<file path="src/rtl/rxdma_pkg.sv">
package rxdma_pkg;

   localparam int REG_AW = 4;

   localparam logic [REG_AW-1:0] RA_CTRL    = 4'd0;
   localparam logic [REG_AW-1:0] RA_BUSMODE = 4'd1;
   localparam logic [REG_AW-1:0] RA_IDENT   = 4'd2;
   localparam logic [REG_AW-1:0] RA_RXBASE  = 4'd3;
   localparam logic [REG_AW-1:0] RA_RXCUR   = 4'd4;
   localparam logic [REG_AW-1:0] RA_STATUS  = 4'd5;
   localparam logic [REG_AW-1:0] RA_INTEN   = 4'd6;
   localparam logic [REG_AW-1:0] RA_FRAMES  = 4'd8;
   localparam logic [REG_AW-1:0] RA_BYTES   = 4'd9;
   localparam logic [REG_AW-1:0] RA_BCAST   = 4'd10;
   localparam logic [REG_AW-1:0] RA_MCAST   = 4'd11;

   localparam logic [31:0] IDENT_VALUE = 32'h0000_1012;

   localparam int CTRL_RX_ON  = 1;
   localparam int DESC_OWN    = 31;
   localparam int SIZE_WRAP   = 15;

   localparam logic [31:0] ST_RX_DONE   = 32'h0000_0040;
   localparam logic [31:0] ST_NO_DESC   = 32'h0000_0080;
   localparam logic [31:0] ST_ABN_SUM   = 32'h0000_8000;
   localparam logic [31:0] ST_NORM_SUM  = 32'h0001_0000;
   localparam logic [31:0] ST_GOOD      = ST_RX_DONE | ST_NORM_SUM;
   localparam logic [31:0] ST_STARVED   = ST_NO_DESC | ST_ABN_SUM;

   localparam logic [15:0] WB_FLAGS     = 16'h0300;
   localparam int          CRC_BYTES    = 4;
   localparam int          MIN_FRAME    = 12;

   localparam int NUM_CNT   = 4;
   localparam int CNT_FRM   = 0;
   localparam int CNT_BYT   = 1;
   localparam int CNT_BC    = 2;
   localparam int CNT_MC    = 3;

   typedef enum logic [2:0] {
      S_IDLE,
      S_RD_CTL,
      S_RD_SIZE,
      S_RD_BUF,
      S_RECV,
      S_WR_DATA,
      S_WR_DESC,
      S_DROP
   } rx_state_t;

endpackage

</file>
<file path="src/rtl/rxdma_classify.sv">
module rxdma_classify
   import rxdma_pkg::*;
#(
   parameter int LEN_W      = 14,
   parameter int ADDR_BYTES = 6
) (
   input  logic             clk,
   input  logic             rst_n,
   input  logic             start,
   input  logic             take,
   input  logic [LEN_W-1:0] idx,
   input  logic [7:0]       data,
   output logic             is_bcast,
   output logic             is_mcast
);

   logic all_ones_q;
   logic group_q;

   always_ff @(posedge clk or negedge rst_n) begin
      if (!rst_n) begin
         all_ones_q <= 1'b1;
         group_q    <= 1'b0;
      end else if (start) begin
         all_ones_q <= 1'b1;
         group_q    <= 1'b0;
      end else if (take) begin
         if (idx < LEN_W'(ADDR_BYTES)) begin
            all_ones_q <= all_ones_q & (data == 8'hFF);
         end
         if (idx == '0) begin
            group_q <= data[0];
         end
      end
   end

   assign is_bcast = all_ones_q;
   assign is_mcast = group_q & ~all_ones_q;

endmodule

</file>
<file path="src/rtl/rxdma_engine.sv">
module rxdma_engine
   import rxdma_pkg::*;
#(
   parameter int LEN_W = 14
) (
   input  logic             clk,
   input  logic             rst_n,
   input  logic             rx_en,
   input  logic [31:0]      rx_cur,
   input  logic             frm_valid,
   input  logic [7:0]       frm_data,
   input  logic             frm_last,
   output logic             frm_ready,
   output logic             mem_req,
   output logic             mem_we,
   output logic [31:0]      mem_addr,
   output logic [31:0]      mem_wdata,
   input  logic [31:0]      mem_rdata,
   input  logic             mem_ack,
   output logic [31:0]      st_set,
   output logic             ptr_upd,
   output logic             ptr_wrap,
   output logic             stored,
   output logic [LEN_W-1:0] stored_len,
   output logic             cls_start,
   output logic             take,
   output logic [LEN_W-1:0] byte_idx,
   output logic             busy
);

   rx_state_t        state_q;
   logic [LEN_W-1:0] len_q;
   logic [LEN_W-1:0] len_nx;
   logic [31:0]      wbuf_q;
   logic [31:0]      wr_addr_q;
   logic [31:0]      buf_addr_q;
   logic             wrap_q;
   logic             last_q;
   logic [15:0]      len_crc;
   logic             runt_now;
   logic             runt_next;

   assign len_nx    = len_q + LEN_W'(1);
   assign len_crc   = 16'(len_q) + 16'(CRC_BYTES);
   assign runt_now  = len_q  < LEN_W'(MIN_FRAME);
   assign runt_next = len_nx < LEN_W'(MIN_FRAME);

   assign frm_ready = (state_q == S_RECV) || (state_q == S_DROP);
   assign take      = frm_valid && frm_ready;
   assign byte_idx  = len_q;
   assign busy      = (state_q != S_IDLE);
   assign cls_start = (state_q == S_IDLE) && rx_en && frm_valid;
   assign ptr_wrap  = wrap_q;
   assign stored_len = len_q;

   always_comb begin
      mem_req   = 1'b0;
      mem_we    = 1'b0;
      mem_addr  = rx_cur;
      mem_wdata = '0;
      unique case (state_q)
         S_RD_CTL:  begin mem_req = 1'b1; mem_addr = rx_cur; end
         S_RD_SIZE: begin mem_req = 1'b1; mem_addr = rx_cur + 32'd4; end
         S_RD_BUF:  begin mem_req = 1'b1; mem_addr = rx_cur + 32'd8; end
         S_WR_DATA: begin
            mem_req   = 1'b1;
            mem_we    = 1'b1;
            mem_addr  = wr_addr_q;
            mem_wdata = wbuf_q;
         end
         S_WR_DESC: begin
            mem_req   = 1'b1;
            mem_we    = 1'b1;
            mem_addr  = rx_cur;
            mem_wdata = {len_crc, WB_FLAGS};
         end
         default: ;
      endcase
   end

   always_comb begin
      st_set  = '0;
      ptr_upd = 1'b0;
      stored  = 1'b0;
      if (state_q == S_WR_DATA && mem_ack && last_q && runt_now) begin
         st_set = ST_GOOD;
      end
      if (state_q == S_WR_DESC && mem_ack) begin
         st_set  = ST_GOOD;
         ptr_upd = 1'b1;
         stored  = 1'b1;
      end
      if (state_q == S_DROP && take && frm_last) begin
         st_set = runt_next ? ST_GOOD : ST_STARVED;
      end
   end

   always_ff @(posedge clk or negedge rst_n) begin
      if (!rst_n) begin
         state_q    <= S_IDLE;
         len_q      <= '0;
         wbuf_q     <= '0;
         wr_addr_q  <= '0;
         buf_addr_q <= '0;
         wrap_q     <= 1'b0;
         last_q     <= 1'b0;
      end else begin
         unique case (state_q)
            S_IDLE: begin
               if (cls_start) begin
                  state_q <= S_RD_CTL;
                  len_q   <= '0;
                  wbuf_q  <= '0;
                  last_q  <= 1'b0;
               end
            end
            S_RD_CTL: begin
               if (mem_ack) begin
                  state_q <= mem_rdata[DESC_OWN] ? S_RD_SIZE : S_DROP;
               end
            end
            S_RD_SIZE: begin
               if (mem_ack) begin
                  wrap_q  <= mem_rdata[SIZE_WRAP];
                  state_q <= S_RD_BUF;
               end
            end
            S_RD_BUF: begin
               if (mem_ack) begin
                  buf_addr_q <= mem_rdata;
                  state_q    <= S_RECV;
               end
            end
            S_RECV: begin
               if (take) begin
                  wbuf_q[8*len_q[1:0] +: 8] <= frm_data;
                  len_q     <= len_nx;
                  last_q    <= frm_last;
                  wr_addr_q <= buf_addr_q +
                               {{(32-LEN_W){1'b0}}, len_q[LEN_W-1:2], 2'b00};
                  if (len_q[1:0] == 2'd3 || frm_last) begin
                     state_q <= S_WR_DATA;
                  end
               end
            end
            S_WR_DATA: begin
               if (mem_ack) begin
                  wbuf_q <= '0;
                  if (!last_q) begin
                     state_q <= S_RECV;
                  end else if (runt_now) begin
                     state_q <= S_IDLE;
                  end else begin
                     state_q <= S_WR_DESC;
                  end
               end
            end
            S_WR_DESC: begin
               if (mem_ack) begin
                  state_q <= S_IDLE;
               end
            end
            S_DROP: begin
               if (take) begin
                  len_q <= len_nx;
                  if (frm_last) begin
                     state_q <= S_IDLE;
                  end
               end
            end
            default: state_q <= S_IDLE;
         endcase
      end
   end

endmodule

</file>
<file path="src/rtl/rxdma_regs.sv">
module rxdma_regs
   import rxdma_pkg::*;
#(
   parameter int LEN_W      = 14,
   parameter int CNT_W      = 32,
   parameter int DESC_BYTES = 32,
   parameter bit IRQ_FLOP   = 1'b0
) (
   input  logic              clk,
   input  logic              rst_n,
   input  logic              reg_we,
   input  logic [REG_AW-1:0] reg_addr,
   input  logic [31:0]       reg_wdata,
   output logic [31:0]       reg_rdata,
   input  logic [31:0]       st_set,
   input  logic              ptr_upd,
   input  logic              ptr_wrap,
   input  logic              stored,
   input  logic [LEN_W-1:0]  stored_len,
   input  logic              is_bcast,
   input  logic              is_mcast,
   output logic              rx_en,
   output logic [31:0]       rx_cur,
   output logic [31:0]       rx_base,
   output logic [31:0]       status,
   output logic [31:0]       inten,
   output logic [CNT_W-1:0]  frame_cnt,
   output logic              irq
);

   logic [31:0] ctrl_q;
   logic [31:0] bus_q;
   logic [31:0] base_q;
   logic [31:0] cur_q;
   logic [31:0] status_q;
   logic [31:0] inten_q;
   logic [31:0] clr_mask;
   logic        base_wr;
   logic [CNT_W-1:0] cnt_val [NUM_CNT];
   logic [CNT_W-1:0] cnt_inc [NUM_CNT];

   assign base_wr  = reg_we && (reg_addr == RA_RXBASE);
   assign clr_mask = (reg_we && reg_addr == RA_STATUS) ? reg_wdata : '0;

   always_ff @(posedge clk or negedge rst_n) begin
      if (!rst_n) begin
         ctrl_q   <= '0;
         bus_q    <= '0;
         inten_q  <= '0;
         status_q <= '0;
      end else begin
         if (reg_we && reg_addr == RA_CTRL)    ctrl_q  <= reg_wdata;
         if (reg_we && reg_addr == RA_BUSMODE) bus_q   <= reg_wdata & ~32'h1;
         if (reg_we && reg_addr == RA_INTEN)   inten_q <= reg_wdata;
         status_q <= (status_q & ~clr_mask) | st_set;
      end
   end

   always_ff @(posedge clk or negedge rst_n) begin
      if (!rst_n) begin
         base_q <= '0;
         cur_q  <= '0;
      end else if (base_wr) begin
         base_q <= reg_wdata;
         cur_q  <= reg_wdata;
      end else if (ptr_upd) begin
         cur_q <= ptr_wrap ? base_q : cur_q + 32'(DESC_BYTES);
      end
   end

   always_comb begin
      cnt_inc[CNT_FRM] = stored ? CNT_W'(1) : '0;
      cnt_inc[CNT_BYT] = stored ? CNT_W'(stored_len) : '0;
      cnt_inc[CNT_BC]  = (stored && is_bcast) ? CNT_W'(1) : '0;
      cnt_inc[CNT_MC]  = (stored && is_mcast) ? CNT_W'(1) : '0;
   end

   for (genvar g = 0; g < NUM_CNT; g++) begin : g_cnt
      logic [CNT_W-1:0] q;
      always_ff @(posedge clk or negedge rst_n) begin
         if (!rst_n) q <= '0;
         else        q <= q + cnt_inc[g];
      end
      assign cnt_val[g] = q;
   end

   if (IRQ_FLOP) begin : g_irq_ff
      logic irq_q;
      always_ff @(posedge clk or negedge rst_n) begin
         if (!rst_n) irq_q <= 1'b0;
         else        irq_q <= |(status_q & inten_q);
      end
      assign irq = irq_q;
   end else begin : g_irq_comb
      assign irq = |(status_q & inten_q);
   end

   always_comb begin
      unique case (reg_addr)
         RA_CTRL:    reg_rdata = ctrl_q;
         RA_BUSMODE: reg_rdata = bus_q;
         RA_IDENT:   reg_rdata = IDENT_VALUE;
         RA_RXBASE:  reg_rdata = base_q;
         RA_RXCUR:   reg_rdata = cur_q;
         RA_STATUS:  reg_rdata = status_q;
         RA_INTEN:   reg_rdata = inten_q;
         RA_FRAMES:  reg_rdata = 32'(cnt_val[CNT_FRM]);
         RA_BYTES:   reg_rdata = 32'(cnt_val[CNT_BYT]);
         RA_BCAST:   reg_rdata = 32'(cnt_val[CNT_BC]);
         RA_MCAST:   reg_rdata = 32'(cnt_val[CNT_MC]);
         default:    reg_rdata = '0;
      endcase
   end

   assign rx_en     = ctrl_q[CTRL_RX_ON];
   assign rx_cur    = cur_q;
   assign rx_base   = base_q;
   assign status    = status_q;
   assign inten     = inten_q;
   assign frame_cnt = cnt_val[CNT_FRM];

endmodule

</file>
<file path="src/rtl/rxdma_top.sv">
module rxdma_top
   import rxdma_pkg::*;
#(
   parameter int LEN_W      = 14,
   parameter int CNT_W      = 32,
   parameter int DESC_BYTES = 32,
   parameter int ADDR_BYTES = 6,
   parameter bit IRQ_FLOP   = 1'b0
) (
   input  logic        clk,
   input  logic        rst_n,
   input  logic        reg_we,
   input  logic [3:0]  reg_addr,
   input  logic [31:0] reg_wdata,
   output logic [31:0] reg_rdata,
   input  logic        frm_valid,
   input  logic [7:0]  frm_data,
   input  logic        frm_last,
   output logic        frm_ready,
   output logic        mem_req,
   output logic        mem_we,
   output logic [31:0] mem_addr,
   output logic [31:0] mem_wdata,
   input  logic [31:0] mem_rdata,
   input  logic        mem_ack,
   output logic        irq
);

   if (LEN_W < 6 || LEN_W > 15) begin : g_bad_len
      initial $fatal(1, "rxdma_top: LEN_W must lie in 6..15");
   end
   if (CNT_W < LEN_W || CNT_W > 32) begin : g_bad_cnt
      initial $fatal(1, "rxdma_top: CNT_W must lie in LEN_W..32");
   end
   if (DESC_BYTES < 12 || (DESC_BYTES % 4) != 0) begin : g_bad_desc
      initial $fatal(1, "rxdma_top: DESC_BYTES must be a multiple of 4, at least 12");
   end
   if (ADDR_BYTES < 1 || ADDR_BYTES > MIN_FRAME) begin : g_bad_addr
      initial $fatal(1, "rxdma_top: ADDR_BYTES out of range");
   end

   logic             rx_en;
   logic [31:0]      rx_cur;
   logic [31:0]      rx_base;
   logic [31:0]      status;
   logic [31:0]      inten;
   logic [CNT_W-1:0] frame_cnt;
   logic [31:0]      st_set;
   logic             ptr_upd;
   logic             ptr_wrap;
   logic             stored;
   logic [LEN_W-1:0] stored_len;
   logic             cls_start;
   logic             take;
   logic [LEN_W-1:0] byte_idx;
   logic             busy;
   logic             is_bcast;
   logic             is_mcast;

   rxdma_engine #(.LEN_W(LEN_W)) u_engine (
      .clk        (clk),
      .rst_n      (rst_n),
      .rx_en      (rx_en),
      .rx_cur     (rx_cur),
      .frm_valid  (frm_valid),
      .frm_data   (frm_data),
      .frm_last   (frm_last),
      .frm_ready  (frm_ready),
      .mem_req    (mem_req),
      .mem_we     (mem_we),
      .mem_addr   (mem_addr),
      .mem_wdata  (mem_wdata),
      .mem_rdata  (mem_rdata),
      .mem_ack    (mem_ack),
      .st_set     (st_set),
      .ptr_upd    (ptr_upd),
      .ptr_wrap   (ptr_wrap),
      .stored     (stored),
      .stored_len (stored_len),
      .cls_start  (cls_start),
      .take       (take),
      .byte_idx   (byte_idx),
      .busy       (busy)
   );

   rxdma_classify #(.LEN_W(LEN_W), .ADDR_BYTES(ADDR_BYTES)) u_classify (
      .clk      (clk),
      .rst_n    (rst_n),
      .start    (cls_start),
      .take     (take),
      .idx      (byte_idx),
      .data     (frm_data),
      .is_bcast (is_bcast),
      .is_mcast (is_mcast)
   );

   rxdma_regs #(
      .LEN_W      (LEN_W),
      .CNT_W      (CNT_W),
      .DESC_BYTES (DESC_BYTES),
      .IRQ_FLOP   (IRQ_FLOP)
   ) u_regs (
      .clk        (clk),
      .rst_n      (rst_n),
      .reg_we     (reg_we),
      .reg_addr   (reg_addr),
      .reg_wdata  (reg_wdata),
      .reg_rdata  (reg_rdata),
      .st_set     (st_set),
      .ptr_upd    (ptr_upd),
      .ptr_wrap   (ptr_wrap),
      .stored     (stored),
      .stored_len (stored_len),
      .is_bcast   (is_bcast),
      .is_mcast   (is_mcast),
      .rx_en      (rx_en),
      .rx_cur     (rx_cur),
      .rx_base    (rx_base),
      .status     (status),
      .inten      (inten),
      .frame_cnt  (frame_cnt),
      .irq        (irq)
   );

endmodule

</file>
<file path="config.mk">
export PLATFORM = sky130hd
export DESIGN_NAME = rxdma_top
export DESIGN_NICKNAME = d
export VERILOG_FILES = /design/src/rtl/rxdma_pkg.sv /design/src/rtl/rxdma_classify.sv /design/src/rtl/rxdma_engine.sv /design/src/rtl/rxdma_regs.sv /design/src/rtl/rxdma_top.sv
export SDC_FILE = /design/constraint.sdc
export NUM_CORES = 1
export LEC_CHECK = 0
export BUFFER_PORTS_ARGS = -buffer_cell sky130_fd_sc_hd__buf_2
export CAP_MARGIN = 25
export CORE_MARGIN = 10
export CORE_UTILIZATION = 55
export CTS_BUF_LIST = sky130_fd_sc_hd__clkbuf_8
export DETAILED_ROUTE_END_ITERATION = 6
export GPL_ROUTABILITY_DRIVEN = 0
export GPL_TIMING_DRIVEN = 0
export HOLD_SLACK_MARGIN = 0.12
export MAX_ROUTING_LAYER = met4
export PLACE_DENSITY = 0.86
export SYNTH_ARGS = -nofsm -noshare
export SYNTH_HDL_FRONTEND = slang
export SYNTH_HIERARCHICAL = 1
export SYNTH_SLANG_ARGS = --single-unit
</file>
<file path="constraint.sdc">
create_clock -name clk -period 4.2 [get_ports clk]
set_input_delay 0.21 -clock clk [delete_from_list [all_inputs] [get_ports clk]]
set_output_delay 0.21 -clock clk [all_outputs]
set_load 0.005 [all_outputs]
</file>
Word-level counts from Yosys, hierarchy flattened
Cells that the tools add are included.
{"block": "op_classes", "addsub": 11, "multipliers": 0, "div_mod_pow": 0, "magnitude_cmp": 3, "n_eq_ne": 30, "shift": 2, "muxes": 49, "n_bitwise": 7, "n_reduce_logical": 41}
{"operator": "32-bit one-hot mux with 11 select lines", "n": 1}
{"operator": "32-bit two-way mux", "n": 8}
{"operator": "32-bit one-hot mux with 3 select lines", "n": 2}
{"operator": "32-bit adder", "n": 4}
{"operator": "32-bit AND", "n": 2}
{"operator": "32-bit one-hot mux with 2 select lines", "n": 1}
{"operator": "17-bit two-way mux", "n": 3}
{"operator": "14-bit two-way mux", "n": 3}
{"operator": "3-bit two-way mux", "n": 13}
{"operator": "5-bit negation with 34-bit output", "n": 1}
{"operator": "8-bit by 34-bit variable shift with 32-bit output, first input constant", "n": 1}
{"operator": "8-bit by 34-bit variable part select with 32-bit output", "n": 1}
{"operator": "32-bit by 14-bit adder with 32-bit output", "n": 1}
{"operator": "32-bit by 3-bit adder with 32-bit output, second input constant", "n": 1}
{"operator": "32-bit by 4-bit adder with 32-bit output, second input constant", "n": 1}
{"operator": "32-bit by 6-bit adder with 32-bit output, second input constant", "n": 1}
{"operator": "32-bit bitwise mux", "n": 1}
{"operator": "32-bit inverter", "n": 1}
{"operator": "32-bit OR", "n": 1}
{"operator": "32-bit OR reduction", "n": 1}
{"operator": "14-bit by 4-bit < comparator with 1-bit output, second input constant", "n": 2}
{"operator": "14-bit one-hot mux with 2 select lines", "n": 1}
{"operator": "3-bit one-hot mux with 8 select lines", "n": 1}
{"operator": "4-bit == test, second input constant", "n": 4}
{"operator": "other kinds (30)", "n": 87}
{"block": "totals", "register_bits": 436, "latchBits": 0, "ramBits": 0, "romBits": 0, "input_bits": 82, "out_inout_bits": 100, "elab_cells": 162, "n_memories": 0}

Longest topological paths before layout
{"block": "depth", "ltp_word": 8, "depth_mapped": 15, "depth_no_buf": 12}

Cells and area by module
The synthesis kept the hierarchy.
{"module": "rxdma_regs", "n_inst": 1, "cells_per_inst": 1522, "area_per_inst_um2": 16251.8, "seq_area_each_um2": 7982.7}
{"module": "rxdma_engine", "n_inst": 1, "cells_per_inst": 998, "area_per_inst_um2": 8341.8, "seq_area_each_um2": 2877.8}
{"module": "rxdma_classify", "n_inst": 1, "cells_per_inst": 17, "area_per_inst_um2": 165.2, "seq_area_each_um2": 51.3}

Least setup slack after synthesis
No wires, ideal clock.
{"block": "synth_path", "path_kind": "flip-flop to flip-flop", "start": "reg u_engine.state_q[0]", "end": "reg u_regs.g_cnt[1].q[31]", "setup_ns": 0.123, "t_arrival_ns": 3.344, "t_required_ns": 4.077, "path_slack_ns": 0.734, "path_stages_with_launch": 16, "n_path_buf": 5, "synth_period_minus_slack_ns": 3.466, "path_cell_list": "dfrtp_1 > buf_2 > clkbuf_1 > clkbuf_1 > nor2_1 > and2_1 > buf_4 > clkbuf_1 > and2_1 > ha_1 > a21o_1 > a21o_1 > a22o_1 > a31oi_4 > and4bb_1 > xor2_1"}
{"block": "synth_between", "elab_chain_cells": 5}
{"element": "from (decl)", "line_no": "rxdma_engine.sv:31", "rtl": "rx_state_t state_q;"}
{"element": "from (signal assigned)", "line_no": "rxdma_engine.sv:119", "rtl": "state_q <= mem_rdata[DESC_OWN] ? S_RD_SIZE : S_DROP;"}
{"element": "3-bit == test", "line_no": "rxdma_engine.sv:88", "rtl": "if (state_q == S_WR_DESC && mem_ack) begin"}
{"element": "1-bit logical AND", "line_no": "rxdma_engine.sv:88"}
{"element": "1-bit two-way mux"}
{"element": "net ptr_upd", "line_no": "rxdma_top.sv:49", "rtl": "logic ptr_upd;"}
{"element": "14-bit two-way mux", "line_no": "rxdma_regs.sv:73", "rtl": "cnt_inc[CNT_BYT] = stored ? CNT_W'(stored_len) : '0;"}
{"element": "32-bit adder", "line_no": "rxdma_regs.sv:82", "rtl": "else q <= q + cnt_inc[g];"}
{"element": "to (signal assigned)", "line_no": "rxdma_regs.sv:82"}
{"element": "to (decl)", "line_no": "rxdma_regs.sv:79", "rtl": "logic [CNT_W-1:0] q;"}
The timed path passes the listed nets, and every way through them passes these cells.
A chain may end at the register's enable or synchronous reset.

Final worst setup path
{"block": "layout_path", "start": "reg u_engine.state_q[0]", "end": "reg u_regs.g_cnt[1].q[16]"}
The elaborated chain is that of the path after synthesis.

==> metrics.md <==
| Metric | Value |
|---|---|
| Cts bufs inserted | 76 |
| Most common cell after layout, fill and taps aside | dfrtp_1 |
| Final setup viols | 0 |
| Via count | 23800 |
| DRC viols | 50 |
| First-pass GRT wire length | 134 mm |
| Switching share of power | 0.389 |
| Worst slew margin | 0.319 |
| Crit share post-route | 0.952 |
| Post-layout nets | 3028 |
| Most frequent cells in the layout | 435 x dfrtp_1, 368 x nand2_1, 219 x buf_2, 120 x xnor2_1, 117 x nand3_1 |
| PortBufs | 178 |
| Post-synthesis cell area | 0.0248 mm2 |
| Failing checks | DRC |
| Reg-to-reg slack, setup | 0.20 ns |
| Fmax | 250 MHz |
| Startpoint Class | register |
| Max cap viols | 0 |
| Slew Limit Fails | 0 |
| Avg Vias per Cell | 6.70 |
| Hold Crit Class | input port to async pin |
| Status | complete, but fails checks |
| Total wire length | 87.2 mm |
| Crit end category | register |
| Cell area after layout | 0.0289 mm2 |
| Initial antenna violation count | 5 |
| Number of global-route vias before repair | 23300 |
| Hold Fails Final Rpt | 0 |
| Synth Instances | 2536 |
| Syn_area_per_cell | 9.76 um2 |
| Row cnt | 77 |
| Post-layout util | 0.651 |
| Placement Cell Area | 0.0266 mm2 |
| VDD IR-drop max | 482 uV |
| Clock buffer depth | 3 |
| Crit-path max FO | 19 |
| Total Power | 14.7 mW |
| Min cycle time layout | 4.00 ns |
| Internal | 8.96 mW |
| Avg WL per Cell | 24.5 um |
| Worst R2R Path Depth | 15 |
| Flop pwr share | 0.432 |
| Chip height | 232 um |
| Clock net sink count | 436 |
| DP Wirelength | 63.0 mm |
| I/O pins | 182 |
| Final TNS setup | 0 ns |
| Warnings from Yosys | 6 |
| Hold Slack | 0.141 ns |
| Clk pwr share | 0.258 |
| All-Layer GR Usage | 0.326 |
| Clock latency at the later pin of the worst-skew pair | 0.68 ns |
| Die Width | 232 um |
| H-tree Lvls | 3 |
| Power per standard cell area | 508 mW/mm2 |
| DP Worst Slack | -0.248 ns |
| Core area | 0.0443 mm2 |
| Non-filler cells, final | 3559 |
| DRT iter0 DRCs | 4354 |
| Worst setup margin | 0.201 ns |
| Data required, critical path | 4.74 ns |
| Starting Density | 0.559 |
| Post-route ant nets | 0 |
| Pre-antenna DRT Iters | 7 |
| Sw Pwr | 5.70 mW |
| Leakage | 13.1 nW |
| Comb power frac | 0.310 |
| RSZ-0062 raised after global routing | false |
| Root buf cell | clkbuf_8 |
| Grt total ovfl | 0 |
| Clock skew | 0.0553 ns |
| CTS tree | yes |
| Die Area | 0.0539 mm2 |
| Worst Tran Pin Value | 1.02 ns |
| Kind of critical path | register to register |
| Area grow syn2layout | 16.6% |
| Share of layout cells above drive strength 1 | 0.183 |
| Pin count of the biggest net entering global routing | 132 |
| Clock slew at reported path FFs | 0.06 ns |
| Total placed cells including tap cells | 3336 |
| Critical path arrival | 4.54 ns |
## layer usage
metal	wire [um]	part of all wire	GRT usage
met2	38000	0.44	0.479
met4	5900	0.068	0.181
met1	30900	0.35	0.396
met5	0	0	-
met3	12300	0.14	0.0971
## critical path, stage by stage (launching register included)
cell and delay [ns]:
dfrtp_1 0.45, clkbuf_4 0.33, clkbuf_2 0.29, nor2_2 0.13, and2_1 0.20, buf_4 0.17, and2_1 0.15, ha_1 0.21
fa_1 0.43, a211oi_1 0.48, o211ai_1 0.20, a21oi_1 0.33, nor3_4 0.09, buf_12 0.16, buf_4 0.13, xor2_1 0.13
## power by group through the flow
stage / Clock (mW) / Combinational (mW) / Sequential, mW
after floorplan: 0 / 2.86 / 5.83
after global placement: 0 / 4.04 / 6.24
after detailed placement: 0 / 4.23 / 6.30
after CTS: 3.80 / 4.34 / 6.24
after global routing: 4.01 / 4.89 / 6.41
final: 3.78 / 4.55 / 6.33
## registers in the layout, summed over array words and instances (netlist names), 3 cells and up
name and count:
u_regs/inten 32, u_regs/ctrl_q 32, u_engine/state_q 3, u_regs/bus_q 31, u_regs/frame_cnt 32, u_engine/wbuf_q 32, u_engine/wr_addr_q 32, u_regs/rx_base 32
u_regs/status 32, u_engine/buf_addr_q 32, u_engine/byte_idx 14, u_regs/rx_cur 32, u_regs/g_cnt.q 96
## cell type report
class	count	area (um2)
Inverter	51	191
Buffer	176	902
Clock inverter	50	245
Multi-Input combinational cell	1899	12900
Tap cell	592	741
Clock buffer	88	1210
Fill cell	3262	15400
Timing Repair Buffer	262	1800
Sequential cell	436	10900
Antenna cell	5	12.5
## path summary, 6_finish.rpt
kind | startpoint | to
min in group clk | mem_rdata[10] | u_engine/buf_addr_q[10]$_DFFE_PN0P_
min reg2reg | u_engine/wr_addr_q[6]$_DFFE_PN0P_ | u_engine/wr_addr_q[6]$_DFFE_PN0P_
max in group asynchronous | rst_n | u_engine/buf_addr_q[3]$_DFFE_PN0P_
max reg2reg | u_engine/state_q[0]$_DFFE_PN0P_ | u_regs/g_cnt[1].q[16]$_DFF_PN0_
min | rst_n | u_regs/g_cnt[3].q[1]$_DFF_PN0_
max | u_engine/state_q[0]$_DFFE_PN0P_ | u_regs/g_cnt[1].q[16]$_DFF_PN0_
## timing repair
item | CTS | global route
hold buffers | 79 | 0
pin swaps | 1 | 1
setup buffers | 0 | 2
gates resized for setup | 1 | 2
endpoints found under the setup margin | 18 | 7
endpoints found under the hold margin | 358 | 0
(Power assumes the default switching activity.)
